[config.mk]
export PLATFORM = sky130hd
export DESIGN_NAME = rnd_unit
export DESIGN_NICKNAME = d
export VERILOG_FILES = /design/src/rtl/rnd_pkg.sv /design/src/rtl/rnd_flt_core.sv /design/src/rtl/rnd_frac_core.sv /design/src/rtl/rnd_out_stage.sv /design/src/rtl/rnd_unit.sv
export SDC_FILE = /design/constraint.sdc
export NUM_CORES = 1
export LEC_CHECK = 0
export BUFFER_PORTS_ARGS = -buffer_cell sky130_fd_sc_hd__buf_2
export CAP_MARGIN = 20
export CORE_MARGIN = 8
export CORE_UTILIZATION = 25
export DETAILED_ROUTE_END_ITERATION = 12
export GPL_ROUTABILITY_DRIVEN = 0
export GPL_TIMING_DRIVEN = 0
export PLACE_DENSITY = 0.48
export RECOVER_POWER = 25
export SYNTH_ARGS = -nofsm -noshare
export SYNTH_HDL_FRONTEND = slang
export SYNTH_SLANG_ARGS = --single-unit
export TNS_END_PERCENT = 5
[constraint.sdc]
create_clock -name clk -period 6.74 [get_ports clk]
set_clock_uncertainty 0.1 [all_clocks]
set_input_delay 1.011 -clock clk [delete_from_list [all_inputs] [get_ports clk]]
set_output_delay 1.011 -clock clk [all_outputs]
set_load 0.01 [all_outputs]
[src/rtl/rnd_pkg.sv]
package rnd_pkg;
  typedef enum logic [1:0] {
    FMT_FLT  = 2'd0,
    FMT_FRAC = 2'd1,
    FMT_INT  = 2'd2,
    FMT_OPND = 2'd3
  } rnd_fmt_e;
endpackage

[src/rtl/rnd_flt_core.sv]
module rnd_flt_core #(
  parameter int EXP_W  = 8,
  parameter int FRAC_W = 23,
  parameter int MANT_W = 48
) (
  input  logic                    sign,
  input  logic [EXP_W-1:0]        exp_in,
  input  logic [MANT_W-1:0]       mant,
  input  logic                    trunc,
  output logic [EXP_W+FRAC_W:0]   word,
  output logic                    carry_ev
);
  localparam int SIG_W = FRAC_W + 1;
  localparam int EXT_W = MANT_W - SIG_W;
  localparam logic [EXP_W-1:0] EXP_TOP = '1;

  // nearest-even decision: guard set, and either sticky or odd lsb
  function automatic logic nearest_up(input logic lsb, input logic g, input logic s);
    return g & (s | lsb);
  endfunction

  logic [SIG_W-1:0] sig;
  logic             guard, sticky, inc;
  logic [SIG_W:0]   sum;
  logic             cy;
  logic [SIG_W-1:0] sig_n;
  logic [EXP_W-1:0] exp_n;
  logic             is_zero, in_ovf, ovf;

  assign sig     = mant[MANT_W-1 -: SIG_W];
  assign guard   = mant[EXT_W-1];
  assign sticky  = |mant[EXT_W-2:0];
  assign inc     = !trunc && nearest_up(sig[0], guard, sticky);
  assign sum     = {1'b0, sig} + {{SIG_W{1'b0}}, inc};
  assign cy      = sum[SIG_W];
  assign sig_n   = cy ? sum[SIG_W:1] : sum[SIG_W-1:0];
  assign exp_n   = exp_in + {{(EXP_W-1){1'b0}}, cy};
  assign is_zero = (exp_in == '0);
  assign in_ovf  = (exp_in == EXP_TOP);
  assign ovf     = in_ovf || (exp_n == EXP_TOP);
  assign carry_ev = cy && !is_zero && !in_ovf;

  always_comb begin
    if (is_zero)
      word = {sign, {(EXP_W+FRAC_W){1'b0}}};
    else if (ovf && trunc)
      word = {sign, EXP_TOP - 1'b1, {FRAC_W{1'b1}}};
    else if (ovf)
      word = {sign, EXP_TOP, {FRAC_W{1'b0}}};
    else
      word = {sign, exp_n, sig_n[FRAC_W-1:0]};
  end
endmodule

[src/rtl/rnd_frac_core.sv]
module rnd_frac_core #(
  parameter int PROD_W = 64,
  parameter int WORD_W = 32
) (
  input  logic [PROD_W-1:0] prod,
  input  logic              trunc,
  output logic [WORD_W-1:0] word,
  output logic              sat_ev
);
  localparam int LO_W = PROD_W - WORD_W;
  localparam logic [WORD_W-1:0] MAX_POS = {1'b0, {(WORD_W-1){1'b1}}};

  function automatic logic toward_zero_up(input logic neg, input logic inexact);
    return neg & inexact;
  endfunction

  function automatic logic nearest_up(input logic lsb, input logic g, input logic s);
    return g & (s | lsb);
  endfunction

  logic [WORD_W-1:0] hi;
  logic [LO_W-1:0]   lo;
  logic              inc;

  assign hi  = prod[PROD_W-1 -: WORD_W];
  assign lo  = prod[LO_W-1:0];
  assign inc = trunc ? toward_zero_up(prod[PROD_W-1], |lo)
                     : nearest_up(hi[0], lo[LO_W-1], |lo[LO_W-2:0]);
  assign sat_ev = inc && (hi == MAX_POS);
  assign word   = sat_ev ? MAX_POS : hi + {{(WORD_W-1){1'b0}}, inc};
endmodule

[src/rtl/rnd_out_stage.sv]
module rnd_out_stage #(
  parameter int REG_W  = 40,
  parameter int WORD_W = 32
) (
  input  logic              clk,
  input  logic              rst_n,
  input  logic              valid_in,
  input  logic [WORD_W-1:0] word,
  output logic              valid_out,
  output logic [REG_W-1:0]  res_word
);
  localparam int LOW_W = REG_W - WORD_W;

  always_ff @(posedge clk) begin
    if (!rst_n) begin
      valid_out <= 1'b0;
      res_word  <= '0;
    end else begin
      valid_out <= valid_in;
      if (valid_in) res_word <= {word, {LOW_W{1'b0}}};
    end
  end
endmodule

[src/rtl/rnd_unit.sv]
module rnd_unit #(
  parameter int EXP_W  = 8,
  parameter int FRAC_W = 23,
  parameter int MANT_W = 48,
  parameter int PROD_W = 64,
  parameter int REG_W  = 40
) (
  input  logic                clk,
  input  logic                rst_n,
  input  logic                valid_in,
  input  logic [1:0]          fmt,
  input  logic                rnd_trunc,
  input  logic                f_sign,
  input  logic [EXP_W-1:0]    f_exp,
  input  logic [MANT_W-1:0]   f_mant,
  input  logic [PROD_W-1:0]   fx_prod,
  input  logic [REG_W-1:0]    reg_in,
  output logic                valid_out,
  output logic [REG_W-1:0]    res_word
);
  import rnd_pkg::*;
  localparam int WORD_W = 1 + EXP_W + FRAC_W;
  localparam int LOW_W  = REG_W - WORD_W;

  logic [WORD_W-1:0] flt_word, frac_word, int_word, opnd_word;
  logic [WORD_W-1:0] sel_word;
  logic              flt_carry, fx_sat;

  rnd_flt_core #(.EXP_W(EXP_W), .FRAC_W(FRAC_W), .MANT_W(MANT_W)) flt_i (
    .sign(f_sign), .exp_in(f_exp), .mant(f_mant), .trunc(rnd_trunc),
    .word(flt_word), .carry_ev(flt_carry)
  );

  rnd_frac_core #(.PROD_W(PROD_W), .WORD_W(WORD_W)) frac_i (
    .prod(fx_prod), .trunc(rnd_trunc), .word(frac_word), .sat_ev(fx_sat)
  );

  assign int_word  = fx_prod[WORD_W-1:0];
  assign opnd_word = reg_in[REG_W-1:LOW_W];

  always_comb begin
    unique case (rnd_fmt_e'(fmt))
      FMT_FLT:  sel_word = flt_word;
      FMT_FRAC: sel_word = frac_word;
      FMT_INT:  sel_word = int_word;
      default:  sel_word = opnd_word;
    endcase
  end

  rnd_out_stage #(.REG_W(REG_W), .WORD_W(WORD_W)) out_i (
    .clk(clk), .rst_n(rst_n), .valid_in(valid_in), .word(sel_word),
    .valid_out(valid_out), .res_word(res_word)
  );
endmodule

== After elaboration in Yosys (flattened, before gate mapping) ==
Index checks and enable logic that the tools add are counted.
Storage, ports and cells
  logic and storage cells: 32
  bits of input ports: 167
  output and inout port bits: 41
  flip-flop bits (word level): 33
Cells by class
  reductions and logical operators: 10
  bitwise gates (word level): 5
  equality and inequality tests: 5
  muxes and demuxes: 7
  $add $sub $neg: 3
Operators by type and width (number)
  32-bit case mux with 3 select lines: 1
  31-bit 2-to-1 mux: 3
  32-bit by 1-bit adder with 32-bit output: 1
  32-bit by 31-bit equality test with 1-bit output, second input constant: 1
  32-bit 2-to-1 mux: 1
  32-bit OR reduction: 1
  31-bit OR reduction: 1
  24-bit by 1-bit adder with 25-bit output: 1
  23-bit 2-to-1 mux: 1
  23-bit OR reduction: 1
  8-bit equality test, second input constant: 2
  8-bit by 1-bit adder with 8-bit output: 1
  8-bit zero test: 1
  1-bit AND: 3
  1-bit logical AND: 3
  2-bit by 1-bit equality test with 1-bit output, second input constant: 1
  2-bit equality test, second input constant: 1
  2-bit zero test: 1
  1-bit bitwise OR: 2
  1-bit zero test: 1
  1-bit logical OR: 1
  1-bit 2-to-1 mux: 1

== Longest topological paths before layout ==
Gate-level depths: netlist of the first run.
  depth after elaboration: 12
  depth in mapped cells: 17

== Hierarchy ==
Synthesis of the first run repeated with hierarchy kept, for this count alone.
Unflattened totals
  cell total of the unflattened synthesis: 464
  area total of the unflattened synthesis: 4154.0 um^2
By module, submodules not included
  rnd_out_stage: cells each 114, area each 1333.8 um^2, times used 1
  rnd_flt_core: cells each 174, area each 1126.1 um^2, times used 1
  rnd_frac_core: cells each 137, area each 879.6 um^2, times used 1
  rnd_unit: cells each 39, area each 814.5 um^2, times used 1

== Least setup slack after synthesis of the first run ==
Ideal clock, no wire load.
  path type: input -> register
  start: input port f_mant[4]
  end: register out_i.res_word[13]
  required time: 6.518 ns
  stages: 15
  data arrival time: 4.406 ns
  path slack: 2.112 ns
  library setup time: 0.122 ns
  buffers on the path: 1
  cells stage by stage: or4_1 > o311a_1 > ha_1 > ha_1 > nand3_1 > nor3_4 > and4_1 > ha_1 > nand4_1 > nor3_1 > nand2_1 > o211ai_4 > a21boi_4 > buf_6 > a221o_1
On the way
  word-level cells in the longest chain between the ends: 12
Ends and longest elaborated chain
  start: declaration: line rnd_unit.sv:15  | input logic [MANT_W-1:0] f_mant,
  23-bit OR reduction (*): line rnd_flt_core.sv:32  | assign sticky = |mant[EXT_W-2:0];
  1-bit bitwise OR (*): line rnd_flt_core.sv:19  | return g & (s | lsb);
  1-bit AND (*): line rnd_flt_core.sv:19
  1-bit logical AND (*): line rnd_flt_core.sv:33  | assign inc = !trunc && nearest_up(sig[0], guard, sticky);
  24-bit by 1-bit adder with 25-bit output (*): line rnd_flt_core.sv:34  | assign sum = {1'b0, sig} + {{SIG_W{1'b0}}, inc};
  8-bit by 1-bit adder with 8-bit output: line rnd_flt_core.sv:37  | assign exp_n = exp_in + {{(EXP_W-1){1'b0}}, cy};
  8-bit equality test: line rnd_flt_core.sv:40  | assign ovf = in_ovf || (exp_n == EXP_TOP);
  1-bit logical OR: line rnd_flt_core.sv:40
  31-bit 2-to-1 mux or 1-bit logical AND (tied branches): line rnd_flt_core.sv:48, rnd_flt_core.sv:46
  31-bit 2-to-1 mux (*): line rnd_flt_core.sv:46  | else if (ovf && trunc)
  31-bit 2-to-1 mux (*): line rnd_flt_core.sv:44  | if (is_zero)
  32-bit case mux with 3 select lines (*): line rnd_unit.sv:42  | unique case (rnd_fmt_e'(fmt))
  end signal: assignment: line rnd_out_stage.sv:20  | if (valid_in) res_word <= {word, {LOW_W{1'b0}}};
  end: declaration: line rnd_out_stage.sv:10  | output logic [REG_W-1:0] res_word
Mark *: on every way between the ends. The rest lies on a longest branch, timed or not.
A chain may end at the register's enable or synchronous reset.

== Worst setup path in the final report of the first run ==
  start: input port f_mant[4]
  end: register out_i.res_word[30]
The elaborated chain is that of the path after synthesis.

==> flow_summary.json, run 1 <==
{
  "synth-seq-cells": 33,
  "reg2reg_to": "out_i.res_word[19]",
  "stdcell_count": 882,
  "viasPerCell": 5.427,
  "die-area_um2": 18680,
  "required_ns": 6.80,
  "die_w_um": 136.7,
  "yosysSeqAreaShare_pct": 18.15,
  "p_switching_mw": 0.2203,
  "htreeDepth": 2,
  "grt_pass1_wl_um": 27390,
  "end_kind": "flop",
  "layout-drive-gt1-share_pct": 30.42,
  "tightest_slew_ns": 0.7701,
  "synth_cell_types": 62,
  "hold_buffers": 0,
  "synth_top_area_cell": "dfxtp_1",
  "hpwl_um": 16010,
  "crit_type": "input pin to flop",
  "via_count": 4787,
  "syn_to_final_growth_pct": 35.89,
  "final_common_cell": "buf_2",
  "cts.repair_timing.setup_buffer_count": 0,
  "root_buffer": "clkbuf_16",
  "swShare_pct": 33.52,
  "row_count": 44,
  "ant_nets": 0,
  "clkSinkCount": 33,
  "synth.area.top_cells": "dfxtp_1 (18%), xor2_1 (7.9%), nand2_1 (7.4%), a221o_1 (6.1%), o21ai_0 (5.6%)",
  "grt_overflow": 0,
  "p_clk_share_pct": 33.4,
  "synth_cells": 496,
  "syn_area_um2": 3640,
  "holdCritStartpoint": "out_i.res_word[35]",
  "hold_end": "out_i.res_word[35]",
  "hold_violations": 0,
  "worst_slack_ns": 1.829,
  "cts_buffer_depth": 2,
  "drv_slew": 0,
  "wirelength_um": 18570,
  "firstDrtPassIters": 4,
  "cts_tree": "done",
  "slowest_delay_ns": 0.52,
  "wl_per_cell_um": 21.05,
  "syn_area_per_cell_um2": 7.338,
  "fmax_ghz": 0.2036,
  "first_iter_violations": 348,
  "cp_common_cell": "ha_1",
  "critPathSlowestCell": "or4_1",
  "rsz0062_at_grt": "no",
  "p_leak_nw": 2.100,
  "internal-power_mw": 0.4370,
  "synth_ff_type": "dfxtp_1",
  "port_buffers": 186,
  "critical_path.max_fanout": 10,
  "slew-limit-headroom_pct": 48.23,
  "start_util_pct": 25.33,
  "layout_common_cells": "buf_2 (175), nand2_1 (72), o21ai_0 (41)",
  "path_cells": "buf_2, or4_1, o311a_1, ha_1, ha_1, nand3_1, nor3_4, and4_1, ha_1, nand4_1, nor3_1, nand2_1, o211ai_4, a21boi_4, buf_6, a221o_1",
  "setup_viol": 0,
  "die_y_um": 136.7,
  "powerDensity_nw_per_um2": 132.9,
  "ff2ff_path_depth": 3,
  "core-area_um2": 14370,
  "pin_count": 208,
  "nets": 868,
  "rr_startpoint": "out_i.res_word[19]",
  "grt_usage_pct": 19.05,
  "pre_cts_ws_ns": 1.566,
  "antenna_found_initial": 1,
  "cts_resized": 0,
  "p_seq_share_pct": 33.5,
  "cts_made_buffers": 5,
  "min_period_ns": 4.911,
  "dp_cells": 873,
  "async_reset_ff_share_pct": 0,
  "setup_tns_ns": 0,
  "finalCritPeriodShare_pct": 72.86,
  "remaining_drc_errors": 0,
  "clk_pin_slew_ns": 0.05,
  "peakVddDrop_mv": 0.08221,
  "grt_pass1_vias": 4720,
  "clock_latency_ns": 0.28,
  "synth_top_area_share_pct": 18.15,
  "outcome": "finished clean",
  "holdCritPathClass": "flop to flop",
  "grt_max_degree": 11,
  "crit_arrival_ns": 4.97,
  "power_frac_comb_pct": 33.1,
  "min_path_cells": 2,
  "ys_warn_count": 0,
  "start_kind": "input pin",
  "synth_edf_count": 0,
  "r2r_slack_ns": 5.68,
  "cap_violations": 0
}
-- final cells by class --
| class | instances | area, um^2 |
|---|---|---|
| antenna | 1 | 2.502 |
| buffer | 35 | 190.2 |
| clock buffer | 8 | 136.4 |
| fill | 1590 | 9423 |
| inverter | 10 | 37.54 |
| multi-input combinational | 425 | 2778 |
| sequential | 33 | 660.6 |
| tap | 184 | 230.2 |
| timing repair buffer | 186 | 910.9 |
-- power groups by stage --
stage / combinational, mW / sequential, mW / clock (mW)
2_1_floorplan: 0.0915 / 0.230 / 0
3_3_place_gp: 0.214 / 0.224 / 0
3_5_place_dp: 0.216 / 0.224 / 0
4_1_cts: 0.218 / 0.220 / 0.223
5_1_grt: 0.236 / 0.222 / 0.233
6_report: 0.217 / 0.221 / 0.220
-- sequential cells by signal, summed over array words and instances, names as in the netlist --
name,flops
out_i.res_word,32
out_i.valid_out,1
-- cell usage after synthesis, types with 2 or more instances --
library cell and number:
a211oi_1 4, a21oi_1 29, a221o_1 22, a221oi_1 14, a31o_2 2, a31oi_1 4
and3_1 10, and4_1 6, buf_2 5, buf_4 8, buf_6 3, clkbuf_1 19
dfxtp_1 33, ha_1 5, inv_1 10, nand2_1 72, nand2b_1 2, nand3_1 22
nand4_1 23, nand4_2 2, nor2_1 26, nor3_1 8, nor3_4 2, nor4_1 14
nor4_2 3, o211a_1 4, o211ai_1 4, o21a_1 3, o21ai_0 41, o21ai_1 7
o31ai_1 2, or3_1 4, or4_1 2, xnor2_1 21, xor2_1 33
-- worst max-delay path by stage --
stage	start	endpoint	slack, ns	cells past startpoint
global placement	f_mant[4]	out_i.res_word[18]	1.59	16
CTS	f_mant[4]	out_i.res_word[18]	1.82	16
detailed placement	f_mant[4]	out_i.res_word[16]	1.57	16
global route	rnd_trunc	out_i.res_word[18]	1.57	16
floorplan	f_mant[4]	out_i.res_word[13]	2.11	15
finish	f_mant[4]	out_i.res_word[30]	1.83	16
-- layer usage --
metal | global-route usage [%] | part of all wire, %
met1 | 25.09 | 44
met2 | 31.03 | 46
met3 | 3.488 | 8.5
met4 | 5.308 | 1.9
met5 | 0 | 0
-- stage by stage --
stage | hold WS (ns) | area [um^2] | util, % | total power, mW
3_5_place_dp | 0.3494 | 4827 | 33.59 | 0.4407
3_3_place_gp | 0.3459 | 4827 | 33.59 | 0.4375
6_report | 0.3596 | 4946 | 34.42 | 0.6573
4_1_cts | 0.3634 | 4964 | 34.54 | 0.6608
5_1_grt | 0.3829 | 4946 | 34.42 | 0.6904
2_1_floorplan | 0.3819 | 3666 | - | 0.3210
-- cells by family after synthesis --
logic type	after synthesis	synth area share (%)
AOI/OAI and AO/OA	151	29.63
buffers and inverters	45	6.256
adders and majority gates	5	1.719
muxes	2	0.5844
xor gates and xnor gates	54	12.99
other	1	0.1030
and+or+nand+nor	205	30.56
DFF	33	18.15
-- critical path: cells and delay by family --
family          cells  cell delay [ns]
compound gates      4             1.10
fa+ha+maj           3             0.74
buf+inv             2             0.28
simple gates        7             1.83
No activity file was read; power rests on OpenSTA's default activity.
==> run 2: changes to the inputs <==
--- a/config.mk
+++ b/config.mk
@@ -5,6 +5,7 @@
 export SDC_FILE = /design/constraint.sdc
 export NUM_CORES = 1
 export LEC_CHECK = 0
+export ABC_AREA = 1
 export BUFFER_PORTS_ARGS = -buffer_cell sky130_fd_sc_hd__buf_2
 export CAP_MARGIN = 20
 export CORE_MARGIN = 8
@@ -12,7 +13,7 @@
 export DETAILED_ROUTE_END_ITERATION = 12
 export GPL_ROUTABILITY_DRIVEN = 0
 export GPL_TIMING_DRIVEN = 0
-export PLACE_DENSITY = 0.48
+export PLACE_DENSITY = 0.46
 export RECOVER_POWER = 25
 export SYNTH_ARGS = -nofsm -noshare
 export SYNTH_HDL_FRONTEND = slang
==> constraint.sdc (replaced) <==
create_clock -name clk -period 5.08 [get_ports clk]
set_clock_uncertainty 0.1 [all_clocks]
set_input_delay 0.762 -clock clk [delete_from_list [all_inputs] [get_ports clk]]
set_output_delay 0.762 -clock clk [all_outputs]
set_load 0.01 [all_outputs]
==> run 2 against run 1 <==
Effect of this change: setup slack worse by 1.1 ns; flip-flop and latch count stayed put; register-to-register slack got worse by 1.3 ns; highest routed layer unchanged; area after synthesis up 27%; clock power increased by 80%; sequential share of layout area fell by 2.5 points.
==> flow_summary.json, run 2 <==
{
  "holdCritPathClass": "flop to flop",
  "final_area_um2": 6067,
  "slew-limit-headroom_pct": 56.30,
  "first_iter_violations": 288,
  "min_path_cells": 2,
  "synth.area.top_cells": "nand2_1 (20%), dfxtp_1 (14%), nor2_1 (9.4%), nand3_1 (8.3%), a21oi_1 (7.9%)",
  "slowest_delay_ns": 0.32,
  "cts_made_buffers": 5,
  "layout_common_cells": "nand2_1 (241), buf_2 (183), nor2_1 (116)",
  "finalCritPeriodShare_pct": 86.23,
  "synth_cells": 847,
  "syn_area_per_cell_um2": 5.470,
  "reg.largest.list": "out_i.res_word (32), out_i.valid_out (1)",
  "antenna_found_initial": 0,
  "hold_violations": 0,
  "die_y_um": 152.1,
  "htreeDepth": 2,
  "pre_cts_ws_ns": 0.4500,
  "rsz0062_at_grt": "no",
  "synth_edf_count": 0,
  "outcome": "finished clean",
  "insertedDiodeCount": 0,
  "core-area_um2": 18090,
  "synth_ff_type": "dfxtp_1",
  "grt_max_degree": 12,
  "crit_type": "input pin to flop",
  "ant_nets": 0,
  "nets": 1223,
  "setup_viol": 0,
  "clk_pin_slew_ns": 0.06,
  "seq_area_um2": 660.6,
  "largest_reg_flops": 32,
  "critPathBufInv": 4,
  "async_reset_ff_share_pct": 0,
  "num-fill-cells": 2124,
  "cts.repair_timing.setup_buffer_count": 0,
  "whs_ns": 0.3628,
  "clkSinkCount": 33,
  "r2r_slack_ns": 4.33,
  "place_area_um2": 5897,
  "multi_input_area_um2": 3435,
  "synth_common_cells": "nand2_1 (241), nor2_1 (116), inv_1 (83)",
  "die_w_um": 152.1,
  "hold_buffers": 0,
  "ff2ff_path_depth": 2,
  "critical_path.max_fanout": 10,
  "worst_slack_ns": 0.6995,
  "grt_pass1_wl_um": 32930,
  "hpwl_um": 18550,
  "holdCritStartpoint": "out_i.res_word[33]",
  "drv_slew": 0,
  "hold_end": "out_i.res_word[33]",
  "synth_cell_types": 44,
  "layout-drive-gt1-share_pct": 24.24,
  "fmax_ghz": 0.2283,
  "via_count": 5979,
  "reg2reg_to": "out_i.res_word[22]",
  "rr_startpoint": "out_i.res_word[22]",
  "synth_top_area_share_pct": 19.52,
  "grt_pass1_vias": 5992,
  "firstDrtPassIters": 5,
  "pin_count": 208,
  "end_kind": "flop",
  "die-area_um2": 23150,
  "min_period_ns": 4.380,
  "cts_buffer_depth": 2,
  "setup_tns_ns": 0,
  "powerDensity_nw_per_um2": 172.3,
  "port_buffers": 190,
  "required_ns": 5.12,
  "wl_per_cell_um": 16.60,
  "remaining_drc_errors": 0,
  "root_buffer": "clkbuf_16",
  "cts_tree": "done",
  "row_count": 49,
  "viasPerCell": 4.667,
  "cpLargestDelayFamily": "simple AND/OR/NAND/NOR gates",
  "critPathSlowestCell": "nor4_1",
  "yosysMostFrequentCell": "nand2_1",
  "synth-seq-cells": 33,
  "grt_overflow": 0,
  "tightest_slew_ns": 0.6554,
  "grt_usage_pct": 17.64,
  "yosysSeqAreaShare_pct": 14.26,
  "crit_arrival_ns": 4.42,
  "largest_register": "out_i.res_word",
  "start_util_pct": 25.62,
  "cap_violations": 0,
  "p_leak_nw": 3.190,
  "clock_latency_ns": 0.27,
  "peakVddDrop_mv": 0.09660,
  "wirelength_um": 21270,
  "cts_resized": 0,
  "final_util_pct": 33.55,
  "syn_area_um2": 4633,
  "syn_to_final_growth_pct": 30.95,
  "synth_top_area_cell": "nand2_1",
  "ys_warn_count": 0,
  "final_common_cell": "nand2_1",
  "start_kind": "input pin",
  "cp_common_cell": "nand2_1"
}
-- run 2: cell count changes after synthesis, moves of 9 or more --
cell / previous run / this run
a21oi_1: 29 / 73
a21oi_2: 0 / 14
a221o_1: 22 / 0
a221oi_1: 14 / 1
and3_1: 10 / 1
inv_1: 10 / 83
nand2_1: 72 / 241
nand3_1: 22 / 77
nor2_1: 26 / 116
nor3_1: 8 / 24
o21ai_0: 41 / 19
xnor2_1: 21 / 6
xor2_1: 33 / 24
-- run 2: area by class of cell --
class                      count  area share (%)
multi-input combinational    691           56.61
clock inverter                 3           1.072
sequential                    33           10.89
buffer                        42           3.836
inverter                      88           5.465
clock buffer                   5           2.062
timing repair buffer         190           15.34
tap                          229           4.723
-- run 2: layer usage --
metal	up-vias	wire [um]	track usage [%]	share of wire (%)
li1	3143	-	-	-
met1	2658	10250	24.01	48
met2	167	9765	29.50	46
met3	11	1072	2.411	5.0
met4	0	182	2.618	0.86
met5	-	0	0	0
-- run 2: stage by stage --
| stage | total power, mW | std cells |
|---|---|---|
| 3_3_place_gp | 0.6555 | 1273 |
| 4_1_cts | 1.053 | 1281 |
| 2_1_floorplan | 0.4839 | 854 |
| 6_report | 1.045 | 1281 |
| 5_1_grt | 1.108 | 1281 |
| 3_5_place_dp | 0.6551 | 1273 |
-- run 2: worst reg2reg max path: cells and delay by family (launching register included) --
kind	cells	cell delay, ns
compound gates	1	0.15
flops	1	0.36
simple gates	1	0.08
-- run 2: report_power, final --
group	switching (mW)	leakage [nW]	internal, mW
combinational	0.225	2.82	0.139
sequential	0.00927	0.272	0.277
clock	0.115	0.0938	0.280
-- run 2: worst max-delay path by stage --
stage / depth (start not counted) / endpoint / from / slack, ns
4_1_cts: 30 / out_i.res_word[26] / f_mant[16] / 0.73
5_1_grt: 30 / out_i.res_word[27] / f_mant[16] / 0.35
3_3_place_gp: 30 / out_i.res_word[26] / f_mant[16] / 0.45
2_1_floorplan: 29 / out_i.res_word[30] / f_mant[17] / 1.16
3_5_place_dp: 30 / out_i.res_word[26] / f_mant[16] / 0.45
6_report: 30 / out_i.res_word[26] / f_mant[16] / 0.70
-- run 2: cells by family (layout without fill, tap and decap cells) --
| logic type | after synthesis | after routing | synth area share [%] |
|---|---|---|---|
| AND/OR/NAND/NOR | 531 | 531 | 51.80 |
| buffers and inverters | 130 | 328 | 12.18 |
| AO/OA/AOI/OAI | 116 | 116 | 14.45 |
| flip-flops | 33 | 33 | 14.26 |
| XOR/XNOR | 30 | 30 | 5.671 |
| adder cells (fa/ha/maj) | 5 | 5 | 1.350 |
| other | 1 | 8 | 0.08094 |
| multiplexers | 1 | 1 | 0.2160 |
